==> src/rtl/cmw_pkg.sv <==
package cmw_pkg;

  typedef logic [3:0] op_t;

  localparam op_t OP_INV_I = 4'd5;
  localparam op_t OP_INV_D = 4'd6;
  localparam op_t OP_CLN_D = 4'd12;
  localparam op_t OP_CIN_D = 4'd14;

  typedef enum logic {ST_IDLE, ST_RUN} walk_st_e;

  function automatic logic op_known(op_t op);
    return (op == OP_INV_I) || (op == OP_INV_D) || (op == OP_CLN_D) || (op == OP_CIN_D);
  endfunction

endpackage

==> src/rtl/cmw_gate.sv <==
module cmw_gate
  import cmw_pkg::*;
(
  input  logic sweep,
  input  logic pair,
  input  logic priv,
  input  op_t  op,
  output logic ok
);

  logic range_ok;
  logic sweep_ok;

  always_comb begin
    // user mode may only clean the data cache by range
    range_ok = pair && op_known(op) && (priv || (op == OP_CLN_D));
    sweep_ok = !pair && priv;
    ok       = sweep ? sweep_ok : range_ok;
  end

endmodule

==> src/rtl/cmw_reloc.sv <==
module cmw_reloc #(
  parameter int AW = 32,
  parameter int RW = 7
) (
  input  logic [AW-1:0] va,
  input  logic [RW-1:0] ctx,
  output logic [AW-1:0] pa
);

  localparam int TOP = AW - RW;

  always_comb begin
    if (va[AW-1:TOP] == '0) pa = {ctx, va[TOP-1:0]};
    else                    pa = va;
  end

endmodule

==> src/rtl/cmw_stepper.sv <==
module cmw_stepper #(
  parameter int AW    = 32,
  parameter int LSH   = 5,
  parameter int WAYW  = 2,
  parameter int SZLSB = 18,
  parameter int SZW   = 3,
  parameter int IBASE = 7
) (
  input  logic            clk,
  input  logic            rst,
  input  logic            load,
  input  logic            sweep,
  input  logic            adv,
  input  logic [AW-1:0]   start_pa,
  input  logic [AW-1:0]   end_pa,
  input  logic [AW-1:0]   ctype,
  input  logic [WAYW-1:0] way,
  output logic [AW-1:0]   word,
  output logic            last
);

  localparam logic [AW-1:0] STEP = AW'(1) << LSH;

  logic [AW-1:0]  cur;
  logic [AW-1:0]  stop;
  logic [AW-1:0]  s_al;
  logic [AW-1:0]  e_al;
  logic [AW-1:0]  lim;
  logic [AW-1:0]  way_base;
  logic [SZW-1:0] szc;

  always_comb begin
    s_al     = {start_pa[AW-1:LSH], {LSH{1'b0}}};
    e_al     = {end_pa[AW-1:LSH], {LSH{1'b0}}};
    szc      = ctype[SZLSB +: SZW];
    lim      = AW'(1) << (32'(szc) + IBASE);
    way_base = {way, {(AW-WAYW){1'b0}}};
  end

  always_ff @(posedge clk) begin
    if (rst) begin
      cur  <= '0;
      stop <= '0;
    end else if (load) begin
      if (sweep) begin
        cur  <= way_base;
        stop <= way_base | (lim - STEP);
      end else begin
        cur  <= s_al;
        stop <= (e_al < s_al) ? s_al : e_al;
      end
    end else if (adv) begin
      cur <= cur + STEP;
    end
  end

  assign word = cur;
  assign last = (cur == stop);

  // each advance moves exactly one line / index step
  p_step_r2: assert property (@(posedge clk) disable iff (rst)
    (adv && !load) |=> (word == $past(word) + STEP));

endmodule

==> src/rtl/cmaint_walker.sv <==
module cmaint_walker
  import cmw_pkg::*;
#(
  parameter int ADDR_W     = 32,
  parameter int CTX_W      = 7,
  parameter int LINE_SHIFT = 5,
  parameter int WAY_W      = 2,
  parameter int SIZE_LSB   = 18,
  parameter int SIZE_W     = 3,
  parameter int IDX_BASE   = 7
) (
  input  logic              clk,
  input  logic              rst,
  input  logic              req_valid,
  output logic              req_ready,
  input  logic              req_sweep,
  input  logic              req_pair,
  input  logic              req_priv,
  input  logic [3:0]        req_op,
  input  logic [ADDR_W-1:0] req_start,
  input  logic [ADDR_W-1:0] req_end,
  input  logic [WAY_W-1:0]  req_way,
  input  logic [ADDR_W-1:0] req_ctype,
  input  logic [CTX_W-1:0]  ctx_id,
  output logic              cmd_valid,
  input  logic              cmd_ready,
  output logic              cmd_setidx,
  output logic [3:0]        cmd_op,
  output logic [ADDR_W-1:0] cmd_word,
  output logic              done,
  output logic              err
);

  walk_st_e          st;
  logic              gate_ok;
  logic              take;
  logic              load;
  logic              adv;
  logic              cmd_last;
  logic [ADDR_W-1:0] start_pa;
  logic [ADDR_W-1:0] end_pa;

  cmw_gate u_gate (
    .sweep (req_sweep),
    .pair  (req_pair),
    .priv  (req_priv),
    .op    (req_op),
    .ok    (gate_ok)
  );

  cmw_reloc #(.AW(ADDR_W), .RW(CTX_W)) u_reloc_s (
    .va  (req_start),
    .ctx (ctx_id),
    .pa  (start_pa)
  );

  cmw_reloc #(.AW(ADDR_W), .RW(CTX_W)) u_reloc_e (
    .va  (req_end),
    .ctx (ctx_id),
    .pa  (end_pa)
  );

  assign req_ready = (st == ST_IDLE);
  assign take      = req_valid && req_ready;
  assign load      = take && gate_ok;
  assign adv       = cmd_valid && cmd_ready && !cmd_last;

  cmw_stepper #(
    .AW    (ADDR_W),
    .LSH   (LINE_SHIFT),
    .WAYW  (WAY_W),
    .SZLSB (SIZE_LSB),
    .SZW   (SIZE_W),
    .IBASE (IDX_BASE)
  ) u_step (
    .clk      (clk),
    .rst      (rst),
    .load     (load),
    .sweep    (req_sweep),
    .adv      (adv),
    .start_pa (start_pa),
    .end_pa   (end_pa),
    .ctype    (req_ctype),
    .way      (req_way),
    .word     (cmd_word),
    .last     (cmd_last)
  );

  always_ff @(posedge clk) begin
    if (rst) begin
      st         <= ST_IDLE;
      cmd_valid  <= 1'b0;
      cmd_setidx <= 1'b0;
      cmd_op     <= '0;
      done       <= 1'b0;
      err        <= 1'b0;
    end else begin
      done <= 1'b0;
      err  <= 1'b0;
      case (st)
        ST_IDLE: begin
          if (take) begin
            if (gate_ok) begin
              st         <= ST_RUN;
              cmd_valid  <= 1'b1;
              cmd_setidx <= req_sweep;
              cmd_op     <= req_sweep ? OP_CIN_D : req_op;
            end else begin
              err <= 1'b1;
            end
          end
        end
        ST_RUN: begin
          if (cmd_ready && cmd_last) begin
            st        <= ST_IDLE;
            cmd_valid <= 1'b0;
            done      <= 1'b1;
          end
        end
        default: st <= ST_IDLE;
      endcase
    end
  end

  p_busy_r1: assert property (@(posedge clk) disable iff (rst)
    cmd_valid |-> !req_ready);

  p_hold_r10: assert property (@(posedge clk) disable iff (rst)
    (cmd_valid && !cmd_ready) |=>
      (cmd_valid && $stable(cmd_word) && $stable(cmd_op) && $stable(cmd_setidx)));

  p_done_r11: assert property (@(posedge clk) disable iff (rst)
    (cmd_valid && cmd_ready && cmd_last) |=> (done && !cmd_valid));

  p_done_pulse_r11: assert property (@(posedge clk) disable iff (rst)
    done |=> !done);

  p_reject_r12: assert property (@(posedge clk) disable iff (rst)
    (take && !gate_ok) |=> (err && !cmd_valid));

  p_err_pulse_r12: assert property (@(posedge clk) disable iff (rst)
    err |=> !err);

endmodule

==> config.mk <==
export PLATFORM = sky130hd
export DESIGN_NAME = cmaint_walker
export DESIGN_NICKNAME = d
export VERILOG_FILES = /design/src/rtl/cmw_pkg.sv /design/src/rtl/cmw_gate.sv /design/src/rtl/cmw_reloc.sv /design/src/rtl/cmw_stepper.sv /design/src/rtl/cmaint_walker.sv
export SDC_FILE = /design/constraint.sdc
export NUM_CORES = 1
export LEC_CHECK = 0
export ABC_AREA = 0
export BUFFER_PORTS_ARGS = -buffer_cell sky130_fd_sc_hd__buf_2
export CORE_MARGIN = 5
export CORE_UTILIZATION = 40
export CTS_CLUSTER_DIAMETER = 120
export DETAILED_ROUTE_END_ITERATION = 12
export GPL_ROUTABILITY_DRIVEN = 0
export PLACE_DENSITY_LB_ADDON = 0.25
export SETUP_SLACK_MARGIN = 0.1
export SLEW_MARGIN = 10
export SYNTH_ARGS = -nofsm -noshare
export SYNTH_HDL_FRONTEND = slang
export SYNTH_HIERARCHICAL = 1
export SYNTH_SLANG_ARGS = --single-unit
==> constraint.sdc <==
create_clock -name clk -period 6.35 [get_ports clk]
set_input_delay 1.27 -clock clk [delete_from_list [all_inputs] [get_ports clk]]
set_output_delay 1.27 -clock clk [all_outputs]
set_load 0.01 [all_outputs]
Word-level counts from Yosys, hierarchy flattened
Cells that the tools add are included.
Widths: inputs -> output; s select.

operators by class
  $add $sub $neg = 3
  order comparisons = 1
  equality and inequality tests = 8
  shift operators = 1
  mux-type cells = 19
  bitwise gates (word level) = 3
  reductions and logical operators = 21

operators by type and width
  cell                   number
  $mux 32                7
  $add 32x6->32 const B  1
  $eq 32x32->1           1
  $lt 32x32->1           1
  $or 32x32->32          1
  $shl 1x32->32 const A  1
  $sub 32x6->32 const B  1
  $logic_not 7->1        2
  $mux 1                 9
  $eq 4x3->1 const B     2
  $eq 4x4->1 const B     2
  $logic_and 1x1->1      8
  $ne 2x1->1 const B     3
  $reduce_and 3->1       2
  $add 3x3->4 const B    1
  $logic_or 1x1->1       4
  $mux 4                 1
  $pmux 1 s2             2
  $reduce_or 3->1        1
  $logic_not 1->1        2
  $not 1->1              2
  $reduce_bool 2->1      1
  $reduce_or 2->1        1

storage, ports and cells
  bits in registers = 73
  input bits = 116
  output and inout port bits = 41
  word-level logic and storage cells = 64

Longest topological paths before layout
Gate-level depths: netlist of run 1.

  depth in word-level cells = 10
  depth in mapped cells = 12
  mapped depth without buffers = 11

Hierarchy
The synthesis of run 1 kept the hierarchy.

by module, submodules not included
  module         instances  cells each  area each (µm²)  seq. area each (µm²)
  cmw_stepper    1          541         4266.6           1181.1
  cmw_reloc      2          43          311.5            0.0
  cmaint_walker  1          36          390.4            180.2
  cmw_gate       1          7           46.3             0.0

Worst setup path before layout of run 1
OpenSTA, ideal clock, no wires.

  path kind = in2reg
  start = in req_start[29]
  end = reg u_step.stop[14]
  library setup time = 122 ps
  data arrival time = 3616 ps
  data required time = 6228 ps
  setup slack = 2612 ps
  stages = 12
  buffers on the path = 2
  path through = nor4_2 -> a31o_1 -> inv_1 -> ha_1 -> nand4_2 -> nor3_1 -> a22oi_1 -> o211ai_2 -> or2_1 -> buf_6 -> buf_6 -> a311o_1

between the ends
  longest elaborated chain between the ends = 5

RTL lines
  element               RTL line             text
  from (decl)           cmaint_walker.sv:20  input logic [ADDR_W-1:0] req_start,
  $logic_not 7->1       cmw_reloc.sv:13      if (va[AW-1:TOP] == '0) pa = {ctx, va[TOP-1:0]};
  $mux 32               cmw_reloc.sv:13
  via start_pa[30]      cmaint_walker.sv:40  logic [ADDR_W-1:0] start_pa;
  $lt 32x32->1          cmw_stepper.sv:50    stop <= (e_al < s_al) ? s_al : e_al;
  $mux 32               cmw_stepper.sv:50
  $mux 32               cmw_stepper.sv:45    if (sweep) begin
  to (signal assigned)  cmw_stepper.sv:47    stop <= way_base | (lim - STEP);
  to (signal assigned)  cmw_stepper.sv:50
  to (decl)             cmw_stepper.sv:25    logic [AW-1:0] stop;

The timed path passes the listed nets, and every way through them passes these cells.
A chain may end at the register's enable or synchronous reset.

Worst setup path after layout of run 1
  start = in req_start[29]
  end = reg u_step.stop[17]

Same word-level chain as after synthesis.

==> results of run 1 <==
-- stage by stage --
stage | cells | setup WS, ps | utilization (%) | cell area [sq um] | power [uW]
finish | 896 | 1683 | 46.50 | 5916 | 1155
global route | 896 | 1463 | 46.50 | 5916 | 1209
CTS | 896 | 1709 | 46.48 | 5913 | 1161
detailed placement | 880 | 1343 | 44.11 | 5612 | 664.8
global placement | 880 | 1381 | 44.11 | 5612 | 659.5
floorplan | 667 | 2612 | - | 5278 | 607.1
-- layout by cell type (no fill, tap or decap), types with 6 or more instances in the layout --
| cell type | n |
|---|---|
| conb_1 | 9 |
| nand2b_1 | 7 |
| dfxtp_1 | 68 |
| ha_1 | 29 |
| o21ai_0 | 17 |
| nand4_1 | 15 |
| nor4_1 | 7 |
| a311o_1 | 20 |
| nand3_1 | 16 |
| xnor2_1 | 18 |
| and2_1 | 24 |
| inv_1 | 40 |
| a31o_1 | 6 |
| xor2_1 | 25 |
| o2111ai_1 | 6 |
| a21oi_1 | 36 |
| mux2i_1 | 9 |
| a41o_1 | 6 |
| o221ai_1 | 7 |
| clkbuf_16 | 9 |
| nor2_1 | 51 |
| nor3_1 | 32 |
| buf_4 | 6 |
| nand2_1 | 53 |
| buf_2 | 112 |
-- where the power goes --
part           switching (uW)  internal, uW  total, uW  leakage (uW)
Combinational             128          78.8        207       0.00206
Sequential               13.2           439        452      0.000550
Clock                     178           318        496      0.000149
-- metal layers --
| layer | share of wire [%] | up-vias | wire, um | GRT usage (%) |
|---|---|---|---|---|
| met5 | 0 | - | 0 | 0 |
| met4 | 2.0 | 0 | 325 | 6.705 |
| met3 | 8.3 | 27 | 1323 | 4.245 |
| met2 | 45 | 220 | 7103 | 31.62 |
| met1 | 45 | 2380 | 7144 | 26.84 |
| li1 | - | 2452 | - | - |
-- flip-flops by register name, indices dropped and copies added, names as in the netlist --
signal,flops
u_step/stop,32
u_step/word,27
cmd_op,4
cmd_setidx,1
cmd_valid,1
done,1
err,1
st,1
-- layout make-up --
class                   instances  area (sq um)  area share (%)
well taps                     172         215.2           3.638
flip-flops and latches         68          1361           23.01
inverters                      41         153.9           2.602
multi-input cells             481          3278           55.41
repair buffers                118         605.6           10.24
clock buffers                  16         301.5           5.097
-- final timing paths --
kind | start | to | slack (ps) | cells after the start
setup reg to reg | u_step/stop[1] | u_step/word[29] | 3040 | 10
setup / recovery | req_start[29] | u_step/stop[17] | 1680 | 13
hold / removal | u_step/stop[4] | u_step/stop[4] | 460 | 1
hold reg to reg | u_step/stop[4] | u_step/stop[4] | 460 | 1
==> flow_summary.yaml, run 1 <==
clocking:
  root_buffer: "clkbuf_16"
  cts_tree: "built"
  cts_resized: 0
  cts_buffers: 9
  clk_path_buf_depth: 2
  clk_latency_ps: 340
  cts.clk_slew.worst_paths_ps: 50
  cts_hold_buf: 0
  h-tree-depth: 3
  cts_sinks: 68
  post_cts_buffers: 0
finish:
  fillCellCount: 1294
  n_antenna_cell: 0
  syn_to_final_growth_pct: 12.65
  drive_gt1_share_pct: 21.27
  finalNetCount: 864
critical_path:
  path_cells: "buf_2, nor4_2, a31o_1, inv_1, ha_1, nand4_2, nor4_4, nand2_2, o2bb2ai_4, buf_4, or2_1, buf_4, a311o_1"
  cp_common_cell: "buf_4"
  required_ps: 6630
  critPathLaunchType: "input pin"
  critical-path-slowest-cell: "nor4_4"
  cp_slowest_stage_delay_ps: 530
  cp_top_family: "simple AND/OR/NAND/NOR gates"
  endpoint_kind: "flop"
  worstSetupPathType: "in2reg"
  cp_max_fo: 28
  path_buf_inv: 4
  crit_arrival_ps: 4940
min_path:
  hp-class: "reg2reg"
synthesis:
  syn-cell-area_sq_um: 5251
  yosysWarnings: 6
  postSynthAreaPerCell_sq_um: 7.956
  synth_cells: 660
global_route:
  grt_max_degree: 54
  grt_pass1_vias: 5010
  antenna_found_initial: 0
  grt-ovfl-total: 0
  grt_first_pass_wirelength_um: 25450
  grt.total_usage_pct: 19.93
timing:
  rsz0062_at_grt: "false"
  hold_ws_ps: 456.1
  fin_setup_tns_ps: 0
  fin_skew_ps: 6.050
  layout_min_cycle_time_ps: 4667
  hold_viol_final: 0
  fmaxAchievable_mhz: 214.3
  drv_slew: 0
  post-route-period-util_pct: 73.50
  tightest_slew_ps: 960.8
  maxSlewHeadroom_pct: 35.95
  finalSetupViolCount: 0
run:
  drv_cap: 0
floorplan:
  die_y_um: 124.6
  start_util_pct: 41.28
  die_area_sq_um: 15520
  die_w_um: 124.6
  core_area_sq_um: 12720
  num_rows: 41
  boundaryPins: 157
run_status:
  status: "finished clean"
detailed_routing:
  vias_per_cell: 5.669
  dr.pass1.iters: 6
  drt-initial-drc-count: 314
  via_count: 5079
  drt-total-wl_um: 15900
  antenna_left: 0
  drc: 0
  wl_per_cell_um: 17.74
power_and_ir_drop:
  ir_drop_mv: 0.1015
  leakage_uw: 0.002760
  power_density_nw_per_um2: 195.3
place:
  post-dp-hpwl_um: 11780
  io_buffers: 112
(Power assumes the default switching activity.)
==> run 2: changes to the inputs <==
clock period = 4.1 ns   (was 6.35 ns; I/O delays follow)
==> run 2 against run 1 <==
  * Final cell count rose by 0.89%
  * Power rose by 72%
  * Count of clock-buffer cells in the layout fell by 7
  * Highest routed layer unchanged
==> flow_summary.yaml, run 2 (synthesis gave the netlist of run 1 again) <==
clocking:
  cts_tree: "built"
  h-tree-depth: 3
  cts_sinks: 68
  cts_hold_buf: 0
  post_cts_buffers: 0
  cts_buffers: 9
  clk_path_buf_depth: 2
  root_buffer: "clkbuf_16"
  cts_resized: 0
  cts.clk_slew.worst_paths_ps: 60
  clk_latency_ps: 340
min_path:
  hp-class: "reg2reg"
  worstHoldPathCells: 1
  hold_start: "u_step/stop[3]"
  min_to: "u_step/stop[3]"
floorplan:
  boundaryPins: 157
  die_w_um: 124.6
  die_area_sq_um: 15520
  die_y_um: 124.6
  start_util_pct: 41.28
  core_area_sq_um: 12720
  num_rows: 41
detailed_routing:
  dr.pass1.iters: 5
  drc: 0
  wl_per_cell_um: 17.97
  vias_per_cell: 5.725
  antenna_left: 0
  drt-total-wl_um: 16250
  via_count: 5175
  drt-initial-drc-count: 385
place:
  dp_slack_ps: 165.1
  place_area_sq_um: 5697
  dp.cells: 888
  post-dp-hpwl_um: 12180
  io_buffers: 112
critical_path:
  required_ps: 4320
  worstSetupPathType: "in2reg"
  critPathLaunchType: "input pin"
  ff2ff_path_depth: 8
  regToRegSetupSlack_ps: 700
  cp_max_fo: 15
  endpoint_kind: "flop"
  crit_arrival_ps: 3830
  timing.rr.end: "u_step/word[20]"
  reg2reg_from: "u_step/stop[1]"
timing:
  fin_skew_ps: 7.791
  drv_slew: 0
  tightest_slew_ps: 722.6
  finalSetupViolCount: 0
  hold_viol_final: 0
  hold_ws_ps: 461.5
  fmaxAchievable_mhz: 276.9
  fin_setup_tns_ps: 0
  layout_min_cycle_time_ps: 3611
  maxSlewHeadroom_pct: 51.38
  rsz0062_at_grt: "false"
  setup_slack_ps: 488.9
  post-route-period-util_pct: 88.08
finish:
  multi_input_area_sq_um: 3276
  drive_gt1_share_pct: 22.27
  ff_latch_area_sq_um: 1361
  final_cell_mix: "buf_2, dfxtp_1, nand2_1"
  finalNetCount: 872
  fillCellCount: 1325
  final_cells: 904
  syn_to_final_growth_pct: 15.42
  layout_commonest_cell: "buf_2"
  largest-register: "u_step/stop"
  largest_reg_flops: 32
  n_antenna_cell: 0
  stdcell_area_sq_um: 6061
global_route:
  antenna_found_initial: 0
  grt-ovfl-total: 0
  grt.total_usage_pct: 20.27
  grt_pass1_vias: 5041
  grt_first_pass_wirelength_um: 25720
  grt_max_degree: 41
power_and_ir_drop:
  power_density_nw_per_um2: 328.4
  ir_drop_mv: 0.1519
  leakage_uw: 0.002834
run_status:
  status: "finished clean"
run:
  drv_cap: 0
==> run 2: cell types whose count changed in the layout (fill, tap and decap cells not counted) <==
cell	change
nor2_2	-1
clkinv_4	+1
buf_4	+6
clkbuf_1	-2
nor2_1	+1
clkinv_2	+2
buf_12	+2
bufinv_16	+4
clkbuf_8	-5
==> run 2: power breakdown <==
group,internal [uW],switching [uW]
clock,654,307
combinational,127,202
sequential,679,20.3
==> run 2: worst max path at each step <==
stage	from	endpoint	depth (start not counted)	slack [ps]
2_1_floorplan	req_start[29]	u_step/stop[14]	12	810
5_1_grt	req_start[29]	u_step/stop[16]	12	280
6_report	req_start[29]	u_step/stop[23]	12	490
4_1_cts	req_start[29]	u_step/stop[30]	12	530
3_3_place_gp	req_start[29]	u_step/stop[30]	12	240
3_5_place_dp	req_start[29]	u_step/stop[30]	12	170
==> run 2: per-stage QoR <==
step	total power [uW]	utilization, %
after floorplan	940.3	-
after global placement	1028	44.78
after detailed placement	1037	44.78
after CTS	1998	47.64
after global routing	2066	47.64
final	1990	47.64
==> run 2: worst max-delay path, cell delays in order <==
cell and delay [ps]:
buf_2 130, nor4_2 420, a31o_1 290, inv_1 70, ha_1 330, nand4_2 190, nor3_1 80, a22oi_1 260
o211ai_2 320, or2_1 330, buf_4 210, a311o_1 370
==> run 2: final cells by class <==
cell class / instances / share of cell area (%)
flip-flops and latches: 68 / 22.46
repair buffers: 126 / 11.40
clock inverters: 7 / 2.291
inverters: 41 / 2.539
well taps: 172 / 3.551
multi-input cells: 481 / 54.05
clock buffers: 9 / 3.716
==> run 2: metal layers <==
metal  vias to the layer above  wire length [um]  track usage (%)
li1                       2471                 -                -
met1                      2450              7255            27.22
met2                       228              7455            32.51
met3                        26              1271            4.374
met4                         0               265            6.254
met5                         -                 0                0
==> run 3: changes to the inputs <==
GPL_ROUTABILITY_DRIVEN = unset   (was 0)
PLACE_DENSITY = 0.78   (was unset)
PLACE_DENSITY_LB_ADDON = unset   (was 0.25)
SKIP_CTS_REPAIR_TIMING = 1   (was unset)
==> run 3 against run 2 <==
  * Routed wire length fell by 7.0%
  * Sequential power barely moved
  * Count of clock-buffer cells in the layout rose by 5
  * Largest power group unchanged
  * Design area fell by 1.1%
  * Critical path type unchanged
  * Non-clock buffer count rose by 1
  * Utilization fell by 0.51 points
  * Clock skew fell by 3.6 ps
==> flow_summary.yaml, run 3 (synthesis gave the netlist of run 1 again) <==
detailed_routing:
  drc: 0
  antenna_left: 0
  wl_per_cell_um: 16.71
  drt-total-wl_um: 15110
  vias_per_cell: 5.621
  via_count: 5081
  dr.pass1.iters: 5
  drt-initial-drc-count: 424
timing:
  fin_skew_ps: 4.144
  rsz0062_at_grt: "false"
  layout_min_cycle_time_ps: 3545
  hold_viol_final: 0
  tightest_slew_ps: 971.8
  finalSetupViolCount: 0
  maxSlewHeadroom_pct: 35.21
  drv_slew: 0
  fmaxAchievable_mhz: 282.1
  fin_setup_tns_ps: 0
  post-route-period-util_pct: 86.46
global_route:
  grt-ovfl-total: 0
  antenna_found_initial: 0
  grt_max_degree: 54
  grt.total_usage_pct: 18.89
  grt_first_pass_wirelength_um: 24060
  grt_pass1_vias: 4829
clocking:
  h-tree-depth: 3
  cts_buffers: 9
  clk_path_buf_depth: 2
  clk_latency_ps: 330
  cts.clk_slew.worst_paths_ps: 50
  cts_tree: "built"
  cts_sinks: 68
  root_buffer: "clkbuf_16"
floorplan:
  num_rows: 41
  die_w_um: 124.6
  die_area_sq_um: 15520
  start_util_pct: 41.28
  die_y_um: 124.6
  core_area_sq_um: 12720
  boundaryPins: 157
critical_path:
  critical-path-slowest-cell: "nor4_4"
  regToRegSetupSlack_ps: 680
  required_ps: 4320
  cp_slowest_stage_delay_ps: 550
  cp_max_fo: 9
  cp_top_family: "simple AND/OR/NAND/NOR gates"
  critPathLaunchType: "input pin"
  path_buf_inv: 3
  worstSetupPathType: "in2reg"
  crit_arrival_ps: 3760
  path_cells: "buf_2, nor4_2, a31o_1, inv_1, ha_1, nand4_2, nor4_4, nand2_2, o2bb2ai_4, buf_4, nor3_1, a311o_1"
  endpoint_kind: "flop"
power_and_ir_drop:
  leakage_uw: 0.002810
  seqPwrFrac_pct: 38.7
  ir_drop_mv: 0.2175
  total_power_uw: 1813
  p_sw_uw: 486.5
  pwr-share-clk_pct: 43.6
  switching_share_pct: 26.84
  comb_power_share_pct: 17.8
  power_density_nw_per_um2: 302.3
  p_int_uw: 1326
finish:
  final_cell_mix: "buf_2, dfxtp_1, nand2_1"
  drive_gt1_share_pct: 21.99
  largest-register: "u_step/stop"
  largest_reg_flops: 32
  syn_to_final_growth_pct: 14.18
  finalNetCount: 873
  layout_commonest_cell: "buf_2"
  n_antenna_cell: 0
  fillCellCount: 1279
run_status:
  status: "finished clean"
min_path:
  hp-class: "reg2reg"
place:
  io_buffers: 112
  gp_congestion: 0.9367
  post-dp-hpwl_um: 11580
run:
  drv_cap: 0
[run 3: changes by cell type in the layout (fill, tap and decap cells not counted), sizes merged]
cell / previous run / this run
buf: 126 / 127
bufinv: 4 / 1
clkbuf: 9 / 14
clkinv: 3 / 0
[run 3: metal layers]
metal	wire, um	vias to the layer above	share of wire, %	track usage [%]
li1	-	2465	-	-
met1	6676	2383	44	24.71
met2	6819	202	45	29.13
met3	1216	31	8.1	6.218
met4	392	0	2.6	6.576
met5	0	-	0	0
[run 3: final cells by class]
cell class / count / area (sq um) / share of cell area, %
Clock buffer: 14 / 274.0 / 4.570
Clock inverter: 1 / 30.03 / 0.5008
Inverter: 41 / 153.9 / 2.567
Multi-Input combinational cell: 481 / 3276 / 54.63
Sequential cell: 68 / 1361 / 22.70
Tap cell: 172 / 215.2 / 3.589
Timing Repair Buffer: 127 / 685.7 / 11.44
[run 3: power by group through the flow]
stage	clock network (uW)	registers, uW	logic [uW]
after floorplan	0	713	227
after global placement	0	714	312
after detailed placement	0	714	319
after CTS	805	700	320
after global routing	836	703	356
final	790	701	322
[run 3: worst reg2reg max path, stage by stage (launching register included)]
cell and delay (ps):
dfxtp_1 460, xor2_1 170, nor4_1 480, nand4_1 170
nor4_1 580, and3b_1 450, or2_2 490, nand3_1 130
nor2_1 50, a211oi_1 220, a211oi_1 70
[run 3: stage by stage]
step	setup WS (ps)	area (sq um)	hold WS (ps)	utilization (%)	instances
2_1_floorplan	812.4	5278	420.5	-	667
3_3_place_gp	335.5	5692	433.2	44.74	889
3_5_place_dp	276.4	5692	440.7	44.74	889
4_1_cts	632.2	5996	455.0	47.13	904
5_1_grt	451.5	5996	488.5	47.13	904
6_report	555.2	5996	453.3	47.13	904
[run 3: worst paths after layout]
kind	start	cells after the start	end
min	u_step/stop[2]	1	u_step/stop[2]
max	req_start[29]	12	u_step/stop[10]
min reg2reg	u_step/stop[2]	1	u_step/stop[2]
max reg2reg	u_step/word[12]	10	u_step/word[29]
